### config.mk
export PLATFORM = sky130hd
export DESIGN_NAME = gated_timer16
export DESIGN_NICKNAME = d
export VERILOG_FILES = /design/src/rtl/gt_pkg.sv /design/src/rtl/gt_tick_gen.sv /design/src/rtl/gt_prescaler.sv /design/src/rtl/gt_gate.sv /design/src/rtl/gt_counter.sv /design/src/rtl/gated_timer16.sv
export SDC_FILE = /design/constraint.sdc
export NUM_CORES = 1
export LEC_CHECK = 0
export BUFFER_PORTS_ARGS = -buffer_cell sky130_fd_sc_hd__buf_2
export CAP_MARGIN = 5
export CORE_MARGIN = 10
export CORE_UTILIZATION = 35
export CTS_CLUSTER_DIAMETER = 120
export DETAILED_ROUTE_END_ITERATION = 16
export PLACE_DENSITY = 0.6
export SLEW_MARGIN = 20
export SYNTH_ARGS = -nofsm -noshare
export SYNTH_HDL_FRONTEND = slang
export SYNTH_SLANG_ARGS = --single-unit
### constraint.sdc
create_clock -name clk_i -period 2.1 [get_ports clk_i]
set_input_delay 0.105 -clock clk_i [delete_from_list [all_inputs] [get_ports clk_i]]
set_output_delay 0.105 -clock clk_i [all_outputs]
set_load 0.01 [all_outputs]
### src/rtl/gt_pkg.sv
package gt_pkg;
  localparam int PS_W   = 2;
  localparam int GSEL_W = 2;
  localparam int NSRC   = 1 << GSEL_W;

  localparam logic [1:0] A_CNT_LO = 2'd0;
  localparam logic [1:0] A_CNT_HI = 2'd1;
  localparam logic [1:0] A_CTRL   = 2'd2;
  localparam logic [1:0] A_GATE   = 2'd3;

  typedef enum logic [1:0] {
    CK_INSTR = 2'd0,
    CK_SYS   = 2'd1,
    CK_EXT   = 2'd2,
    CK_AUX   = 2'd3
  } clk_sel_e;

  typedef struct packed {
    logic [PS_W-1:0] ps;
    clk_sel_e        csel;
    logic            on;
  } ctrl_t;

  typedef struct packed {
    logic [GSEL_W-1:0] src;
    logic              go;
    logic              spm;
    logic              tgl;
    logic              pol;
    logic              en;
  } gate_cfg_t;
endpackage

### src/rtl/gt_tick_gen.sv
module gt_tick_gen
  import gt_pkg::*;
#(
  parameter int DIV_W = 2
) (
  input  logic     clk_i,
  input  logic     rst_ni,
  input  clk_sel_e sel_i,
  input  logic     ext_clk_i,
  input  logic     aux_clk_i,
  output logic     tick_o
);
  logic [DIV_W-1:0] div_q;
  logic             ext_q, aux_q;

  always_ff @(posedge clk_i or negedge rst_ni) begin
    if (!rst_ni) begin
      div_q <= '0;
      ext_q <= 1'b0;
      aux_q <= 1'b0;
    end else begin
      div_q <= div_q + 1'b1;
      ext_q <= ext_clk_i;
      aux_q <= aux_clk_i;
    end
  end

  always_comb begin
    unique case (sel_i)
      CK_INSTR: tick_o = &div_q;
      CK_SYS:   tick_o = 1'b1;
      CK_EXT:   tick_o = ext_clk_i & ~ext_q;
      default:  tick_o = aux_clk_i & ~aux_q;
    endcase
  end
endmodule

### src/rtl/gt_prescaler.sv
module gt_prescaler #(
  parameter int PS_W = 2
) (
  input  logic            clk_i,
  input  logic            rst_ni,
  input  logic [PS_W-1:0] ps_i,
  input  logic            tick_i,
  input  logic            en_i,
  input  logic            clr_i,
  output logic            inc_o
);
  localparam int PC_W = (1 << PS_W) - 1;

  logic [PC_W-1:0] pcnt_q, lim;

  always_comb begin
    for (int i = 0; i < PC_W; i++) lim[i] = (i < int'(ps_i));
  end

  // >= so a ratio lowered mid-count does not stall
  assign inc_o = tick_i & en_i & (pcnt_q >= lim);

  always_ff @(posedge clk_i or negedge rst_ni) begin
    if (!rst_ni)                pcnt_q <= '0;
    else if (clr_i)             pcnt_q <= '0;
    else if (tick_i && en_i)    pcnt_q <= inc_o ? '0 : pcnt_q + 1'b1;
  end


  pcnt_hold_chk: assert property (@(posedge clk_i) disable iff (!rst_ni)
    (!(tick_i && en_i) && !clr_i) |=> $stable(pcnt_q));
endmodule

### src/rtl/gt_gate.sv
module gt_gate
  import gt_pkg::*;
(
  input  logic            clk_i,
  input  logic            rst_ni,
  input  logic [NSRC-1:0] src_i,
  input  gate_cfg_t       cfg_i,
  input  logic            on_i,
  output logic            level_o,
  output logic            open_o,
  output logic            event_o,
  output logic            done_o
);
  logic lvl_q, lvl_d_q, tff_q, m_q, sp_act_q;
  logic raw, m, rise, fall, sp_act_d;

  assign raw  = src_i[cfg_i.src];
  assign m    = cfg_i.tgl ? tff_q : lvl_q;
  assign rise = m & ~m_q;
  assign fall = ~m & m_q;

  always_comb begin
    if (!cfg_i.spm || !cfg_i.go) sp_act_d = 1'b0;
    else if (sp_act_q && fall)   sp_act_d = 1'b0;
    else if (rise)               sp_act_d = 1'b1;
    else                         sp_act_d = sp_act_q;
  end

  always_ff @(posedge clk_i or negedge rst_ni) begin
    if (!rst_ni) begin
      lvl_q    <= 1'b0;
      lvl_d_q  <= 1'b0;
      tff_q    <= 1'b0;
      m_q      <= 1'b0;
      sp_act_q <= 1'b0;
    end else begin
      lvl_q    <= cfg_i.pol ? raw : ~raw;
      lvl_d_q  <= lvl_q;
      m_q      <= m;
      sp_act_q <= sp_act_d;
      if (!on_i)                 tff_q <= 1'b0;
      else if (lvl_q && !lvl_d_q) tff_q <= ~tff_q;
    end
  end

  assign level_o = lvl_q;
  assign open_o  = cfg_i.spm ? sp_act_q : m;
  assign done_o  = cfg_i.spm & cfg_i.go & sp_act_q & fall;
  assign event_o = cfg_i.en & fall & (~cfg_i.spm | sp_act_q);


  tff_off_chk: assert property (@(posedge clk_i) disable iff (!rst_ni)
    !on_i |=> !tff_q);


  sp_open_chk: assert property (@(posedge clk_i) disable iff (!rst_ni)
    (cfg_i.spm && cfg_i.go && !sp_act_q && rise) |=> sp_act_q);
endmodule

### src/rtl/gt_counter.sv
module gt_counter #(
  parameter int CNT_W = 16
) (
  input  logic             clk_i,
  input  logic             rst_ni,
  input  logic [CNT_W/8-1:0] wr_i,
  input  logic [7:0]       wdata_i,
  input  logic             inc_i,
  input  logic             ovf_clr_i,
  output logic [CNT_W-1:0] cnt_o,
  output logic             ovf_o
);
  localparam int BYTES = CNT_W / 8;

  logic [CNT_W-1:0] cnt_q, wr_val;
  logic             ovf_q, any_wr, ovf_set;

  for (genvar b = 0; b < BYTES; b++) begin : g_byte
    assign wr_val[b*8 +: 8] = wr_i[b] ? wdata_i : cnt_q[b*8 +: 8];
  end

  assign any_wr  = |wr_i;
  assign ovf_set = inc_i & ~any_wr & (&cnt_q);

  always_ff @(posedge clk_i or negedge rst_ni) begin
    if (!rst_ni) begin
      cnt_q <= '0;
      ovf_q <= 1'b0;
    end else begin
      if (any_wr)     cnt_q <= wr_val;
      else if (inc_i) cnt_q <= cnt_q + 1'b1;
      ovf_q <= ovf_set | (ovf_q & ~ovf_clr_i);
    end
  end

  assign cnt_o = cnt_q;
  assign ovf_o = ovf_q;


  wrap_chk: assert property (@(posedge clk_i) disable iff (!rst_ni)
    (inc_i && !any_wr && (&cnt_q)) |=> (ovf_q && cnt_q == '0));


  ovf_sticky_chk: assert property (@(posedge clk_i) disable iff (!rst_ni)
    (ovf_q && !ovf_clr_i) |=> ovf_q);


  cnt_hold_chk: assert property (@(posedge clk_i) disable iff (!rst_ni)
    (!inc_i && !any_wr) |=> $stable(cnt_q));
endmodule

### src/rtl/gated_timer16.sv
module gated_timer16
  import gt_pkg::*;
#(
  parameter int DIV_W = 2
) (
  input  logic        clk_i,
  input  logic        rst_ni,
  input  logic        wr_en_i,
  input  logic [1:0]  wr_addr_i,
  input  logic [7:0]  wr_data_i,
  input  logic        ovf_clr_i,
  input  logic        gate_flag_clr_i,
  input  logic        ext_clk_i,
  input  logic        aux_clk_i,
  input  logic [3:0]  gate_src_i,
  output logic [15:0] count_o,
  output logic        gate_level_o,
  output logic        go_o,
  output logic        ovf_flag_o,
  output logic        gate_flag_o
);
  localparam int CNT_W = 16;
  localparam int BYTES = CNT_W / 8;

  ctrl_t            ctrl_q;
  gate_cfg_t        gate_q;
  logic             gflag_q;
  logic [BYTES-1:0] cnt_wr;
  logic             ctrl_wr, gate_wr;
  logic             tick, inc, cnt_en, g_open, g_event, g_done;

  assign cnt_wr[0] = wr_en_i && (wr_addr_i == A_CNT_LO);
  assign cnt_wr[1] = wr_en_i && (wr_addr_i == A_CNT_HI);
  assign ctrl_wr   = wr_en_i && (wr_addr_i == A_CTRL);
  assign gate_wr   = wr_en_i && (wr_addr_i == A_GATE);

  always_ff @(posedge clk_i or negedge rst_ni) begin
    if (!rst_ni) begin
      ctrl_q  <= '0;
      gate_q  <= '0;
      gflag_q <= 1'b0;
    end else begin
      if (ctrl_wr) ctrl_q <= ctrl_t'(wr_data_i[$bits(ctrl_t)-1:0]);
      if (gate_wr)     gate_q    <= gate_cfg_t'(wr_data_i[$bits(gate_cfg_t)-1:0]);
      else if (g_done) gate_q.go <= 1'b0;
      gflag_q <= g_event | (gflag_q & ~gate_flag_clr_i);
    end
  end

  gt_tick_gen #(.DIV_W(DIV_W)) u_tick (
    .clk_i, .rst_ni,
    .sel_i     (ctrl_q.csel),
    .ext_clk_i,
    .aux_clk_i,
    .tick_o    (tick)
  );

  gt_gate u_gate (
    .clk_i, .rst_ni,
    .src_i   (gate_src_i),
    .cfg_i   (gate_q),
    .on_i    (ctrl_q.on),
    .level_o (gate_level_o),
    .open_o  (g_open),
    .event_o (g_event),
    .done_o  (g_done)
  );

  assign cnt_en = ctrl_q.on & (~gate_q.en | g_open);

  gt_prescaler #(.PS_W(PS_W)) u_ps (
    .clk_i, .rst_ni,
    .ps_i   (ctrl_q.ps),
    .tick_i (tick),
    .en_i   (cnt_en),
    .clr_i  (|cnt_wr),
    .inc_o  (inc)
  );

  gt_counter #(.CNT_W(CNT_W)) u_cnt (
    .clk_i, .rst_ni,
    .wr_i      (cnt_wr),
    .wdata_i   (wr_data_i),
    .inc_i     (inc),
    .ovf_clr_i,
    .cnt_o     (count_o),
    .ovf_o     (ovf_flag_o)
  );

  assign go_o        = gate_q.go;
  assign gate_flag_o = gflag_q;


  no_count_off_chk: assert property (@(posedge clk_i) disable iff (!rst_ni)
    (!ctrl_q.on && cnt_wr == '0) |=> $stable(count_o));


  gflag_sticky_chk: assert property (@(posedge clk_i) disable iff (!rst_ni)
    (gflag_q && !gate_flag_clr_i) |=> gflag_q);
endmodule

Word level (Yosys, flattened, before mapping) --
Index checks and enable logic that the tools add are counted.
Word-level totals: register bits after elaboration 42, output and inout port bits 20, word-level logic and storage cells 111
Cells by class: $add $sub $neg 3, magnitude comparators 5, equal/unequal tests 8, multiplexer cells 20, bitwise operators 31, reductions and logical operators 22
Operator list (count):
- 16-bit two-way mux | 2
- 16-bit by 1-bit adder with 16-bit output (second input constant) | 1
- 1-bit AND | 16
- 8-bit two-way mux | 2
- 16-bit AND reduction | 1
- 1-bit two-way mux | 11
- 1-bit inverter | 11
- 3-bit two-way mux | 3
- 1-bit logical AND | 7
- 2-bit == test (second input constant) | 3
- 2-bit by 1-bit != test with 1-bit output (second input constant) | 3
- 2-bit AND reduction | 3
- 2-bit nonzero test | 3
- 2-bit by 1-bit == test with 1-bit output (second input constant) | 2
- 2-bit zero test | 2
- 1-bit by 2-bit less-than comparator with 1-bit output (first input constant) | 2
- 1-bit OR | 4
- 3-bit by 1-bit adder with 3-bit output (second input constant) | 1
- 3-bit greater-or-equal comparator | 1
- 1-bit zero test | 3
- 2-bit by 3-bit less-than comparator with 1-bit output (second input constant) | 1
- 1-bit one-hot mux with 3 select lines | 1
- 3-bit nonzero test | 1
- 2-bit by 1-bit adder with 2-bit output (second input constant) | 1
- other kinds (4) | 4

Logic depth before layout (Yosys ltp) --
depth in word-level cells 9, gate-level depth with buffers 8

By module --
A second synthesis with hierarchy kept.
Unflattened totals: cells, all modules 212, area total of the unflattened synthesis 2268.4 um2
Modules (own cells, without submodules):
- gt_counter | times used 1, cells an instance 114, area each 1057.3 um2, sequential area each 425.4 um2
- gated_timer16 | times used 1, cells an instance 35, area each 548.0 um2, sequential area each 325.3 um2
- gt_prescaler | times used 1, cells an instance 30, area each 265.3 um2, sequential area each 75.1 um2
- gt_gate | times used 1, cells an instance 22, area each 245.2 um2, sequential area each 125.1 um2
- gt_tick_gen | times used 1, cells an instance 11, area each 152.6 um2, sequential area each 100.1 um2

Least setup slack after synthesis --
No wires, ideal clock.
path type reg2reg, start register ctrl_q[3] (netlist name), end register u_cnt.cnt_q[11] (netlist: u_cnt.cnt_o[11]), library setup time 0.124 ns, arrival time 2.147 ns, required time 1.976 ns, path slack -0.171 ns, stages on the path, launching flop included 9, buffers on the path 1, period minus slack after synthesis 2.271 ns, cells stage by stage dfrtp_1 or2_2 ha_1 nand2b_1 a31oi_1 nor4_4 buf_6 a31oi_1 a211o_1
Between the ends: longest elaborated chain between the ends 5
Ends and longest elaborated chain:
- start: declaration | line gated_timer16.sv:25 | ctrl_t ctrl_q;
- start signal: assignment | line gated_timer16.sv:43 | if (ctrl_wr) ctrl_q <= ctrl_t'(wr_data_i[$bits(ctrl_t)-1:0]);
- 1-bit by 2-bit less-than comparator with 1-bit output / 2-bit less-than comparator (equally long branches) | line gt_prescaler.sv:17 | for (int i = 0; i < PC_W; i++) lim[i] = (i < int'(ps_i));
- 3-bit greater-or-equal comparator * | line gt_prescaler.sv:21 | assign inc_o = tick_i & en_i & (pcnt_q >= lim);
- 1-bit AND * | line gt_prescaler.sv:21
- 2-bit nonzero test (no line) *
- 2-bit AND reduction (no line) *
- end signal: assignment | line gt_counter.sv:30 | if (any_wr) cnt_q <= wr_val;
- end signal: assignment | line gt_counter.sv:31 | else if (inc_i) cnt_q <= cnt_q + 1'b1;
- end: declaration | line gt_counter.sv:15 | logic [CNT_W-1:0] cnt_q, wr_val;
Mark *: on every way between the ends. The rest lies on a longest branch, timed or not. A chain may end at the register's enable or synchronous reset.

Worst setup path after layout --
start register ctrl_q[4] (netlist name), end register u_cnt.cnt_q[11] (netlist: u_cnt.cnt_o[11])
Same word-level chain as after synthesis.

==> results.toml <==
[synth]
share_of_synthesized_area_occupied_by_flip_flops_and_latches = 0.4841
share_of_cell_area_taken_by_muxes_after_synthesis = 0.08588
post_synth_fa_ha_maj_area_fraction = 0.03458
post-synth-top-area-cell = "sky130_fd_sc_hd__dfrtp_1"
synth_most_common_cell = "sky130_fd_sc_hd__dfrtp_1"
post_synth_inst_count = 204
dominantRegCellSynth = "sky130_fd_sc_hd__dfrtp_1"
synth-compound-area-share = 0.1389
yosys_cell_types = 46
ys_seq_elements = 42
syn-cell-area_um2 = 2171
synthArstFlopShare = 1.000
post_synth_and_or_nand_nor_area_fraction = 0.2190
syn-mean-instance-area_um2 = 10.64
synth_edf_count = 0
synth_common_cells = "sky130_fd_sc_hd__dfrtp_1, sky130_fd_sc_hd__nor2_1, sky130_fd_sc_hd__mux2_2"
netlist_top_cells_area = "sky130_fd_sc_hd__dfrtp_1, sky130_fd_sc_hd__mux2_2, sky130_fd_sc_hd__nor2_1"
synthDominantCellAreaShare = 0.4841
post_synth_xor_area_fraction = 0.008069
dominant_combinational_cell_family_by_area_after_synthesis = "simple AND/OR/NAND/NOR gates"
synth.yosys.warnings = 0
synth_net_count = 231

[worst_setup_path]
worst-endpoint-arrival_ns = 2.37
criticalPathCategory = "reg2reg"
crit_path_end_kind = "flop"
path_max_fanout = 7
setup.worst_path.start_class = "flop"
critical_path_required_time_ns = 2.30
reg2regPathDepth = 10

[power]
netSwitchingPower_mw = 1.030
leakagePower_nw = 1.260
share_clk_of_total_power = 0.209
power-per-cell-area_nw_per_um2 = 1017
overall_power_mw = 2.779
internal_power_mw = 1.749
switching_share_of_power = 0.3706
pwr-share-seq = 0.434
pwr-share-comb = 0.358
power.ir.vdd_worst_mv = 0.5332

[final_layout]
final-instance-count-excl-fill = 336
num-nets-final = 287
finish.instance_area_um2 = 2733
drive_gt1_frac = 0.3027
area_delta_synth_final_pct = 25.88
layout.core_utilization = 0.4588
num_antenna_cells = 0

[die]
die_outline_width_um = 98.76
start_util = 0.3645
boundaryPins = 41
floorplan.core_area_um2 = 5956
placement_rows = 28
floorplan.die_area_um2 = 9753
fp.dieH_um = 98.76

[detailed_routing]
routed_via_density = 5.378
initialDrtViolationCount = 99
drt_drc_violations_left = 0
postRouteWirelength_mm = 5.669
detailed_route_via_count = 1807
routedWlPerCell_um = 16.87
detail-route-antenna-nets = 0
drt-pass1-iter-count = 4

[sta]
crit_path_time_final_ns = 2.171
drv_slew = 0
timing.slew.headroom = 0.6053
finish_stage_setup_viols = 6
fin_ws_ns = -0.07085
holdWs_ns = 0.05565
hold_violations = 0
finalSetupTns_ns = -0.2428
grt_setup_unrepaired = "true"
max_clock_freq_mhz = 460.6
fin_skew_ns = 0.005923
post-route-period-util = 1.034
worst-slew-pin-transition_ns = 0.5899

[global_route]
grt_start_max_net_pins = 32
grt_antenna_before_repair = 0
wire_length_of_the_first_global_routing_pass_mm = 9.542
grtUsageTotal = 0.1186
grt_overflow_total = 0
first_global_vias = 1869

[worst_hold_path]
hold_path_class = "in2reg"
timing.hold.worst_path_depth = 3

[placement]
placement.io_buffers = 40
placed_instance_area_um2 = 2534
dpl.hpwl_mm = 4.129
globalplace.congestion = 0.7920
dpl_worst_slack_ns = 0.03060
place_inst = 320

[cts]
cts.htree.levels = 2
cts_num_sinks = 42
clock_tree_from_tritoncts = "done"
cts_inserted_buffers = 5
cts.path.max_buffers = 2
clkTransAtPathRegs_ns = 0.10
clock_tree.root_cell = "sky130_fd_sc_hd__clkbuf_8"
clkLatencyLatePin_ns = 0.31

[job]
max_cap_violations = 0

[outcome]
violations_in_the_final_reports = "setup timing"
run_status = "finished with violations"
## cell type report
| cell class | count | area, um^2 |
|---|---|---|
| inverter | 8 | 30.03 |
| clock inverter | 3 | 26.28 |
| multi-input combinational | 148 | 1106 |
| clock buffer | 5 | 68.82 |
| timing repair buffer | 55 | 356.6 |
| sequential | 42 | 1051 |
| fill | 582 | 3223 |
| tap | 75 | 93.84 |
## worst max-delay path: stages, from the launching register on
cell	delay, ns
sky130_fd_sc_hd__dfrtp_1	0.39
sky130_fd_sc_hd__buf_4	0.14
sky130_fd_sc_hd__nand2_1	0.10
sky130_fd_sc_hd__ha_4	0.22
sky130_fd_sc_hd__a21o_1	0.20
sky130_fd_sc_hd__a31oi_4	0.18
sky130_fd_sc_hd__nor4_4	0.08
sky130_fd_sc_hd__buf_4	0.17
sky130_fd_sc_hd__clkbuf_16	0.15
sky130_fd_sc_hd__and4b_1	0.18
sky130_fd_sc_hd__a211o_1	0.26
## layer usage
metal	vias up	wire length, um	GRT usage
met1	870	2712	0.1591
met3	9	329	0.03282
li1	871	-	-
met5	-	0	0
met4	0	74	0.03638
met2	57	2553	0.1804
## repair_timing
item / CTS / global route
endpoints found under the setup margin: 1 / 15
gates resized for setup: 0 / 1
setup buffers: 0 / 2
endpoints found under the hold margin: 14 / 0
pin swaps: 0 / 4
cloned: 0 / 2
hold buffers: 4 / 0
## registers in the layout, summed over array words and instances (netlist names), 2 cells and up
name and flops:
u_tick.div_q 2, u_ps.pcnt_q 3, ctrl_q 5, gate_q 6, u_cnt.cnt_o 16
## path summary, 6_finish.rpt
check	startpoint	to	slack [ns]
setup / recovery	ctrl_q[4]	u_cnt.cnt_o[11]	-0.07
hold / removal	wr_data_i[7]	u_cnt.cnt_o[7]	0.06
setup reg to reg	ctrl_q[4]	u_cnt.cnt_o[11]	-0.07
hold reg to reg	u_gate.level_o	u_gate.lvl_d_q	0.44
max in group asynchronous	rst_ni	u_cnt.cnt_o[15]	1.21
min in group asynchronous	rst_ni	u_gate.tff_q	0.20
## power groups by stage
stage,Clock [mW],Combinational (mW),Sequential (mW)
global placement,0,0.937,1.22
floorplan,0,0.587,1.23
finish,0.580,0.994,1.20
CTS,0.595,0.958,1.21
global route,0.636,1.12,1.24
detailed placement,0,0.944,1.22
## cell families (layout without fill, tap and decap cells)
logic type,Yosys count,count (layout)
buf+inv,14,71
fa+ha+maj,6,6
compound gates,40,40
xor+xnor,2,2
flops,42,42
mux,16,16
simple gates,84,84
## cell usage in the layout, fill, tap and decap left out, types with 4 or more instances in the layout
master	instances
sky130_fd_sc_hd__nand4_1	5
sky130_fd_sc_hd__and3_1	9
sky130_fd_sc_hd__buf_2	40
sky130_fd_sc_hd__nor2_1	22
sky130_fd_sc_hd__mux2i_1	4
sky130_fd_sc_hd__o21ai_0	5
sky130_fd_sc_hd__dlygate4sd3_1	4
sky130_fd_sc_hd__a21oi_1	4
sky130_fd_sc_hd__a211oi_1	6
sky130_fd_sc_hd__clkbuf_8	5
sky130_fd_sc_hd__ha_1	4
sky130_fd_sc_hd__nand3_1	5
sky130_fd_sc_hd__and2_1	5
sky130_fd_sc_hd__mux2_2	11
sky130_fd_sc_hd__nand2b_1	5
sky130_fd_sc_hd__nor3_1	5
sky130_fd_sc_hd__dfrtp_1	42
sky130_fd_sc_hd__nand2_1	9
sky130_fd_sc_hd__a311oi_1	8
sky130_fd_sc_hd__inv_1	8
sky130_fd_sc_hd__nor2b_1	4
sky130_fd_sc_hd__buf_4	8
Note: power is estimated with default switching activity, not from simulation.
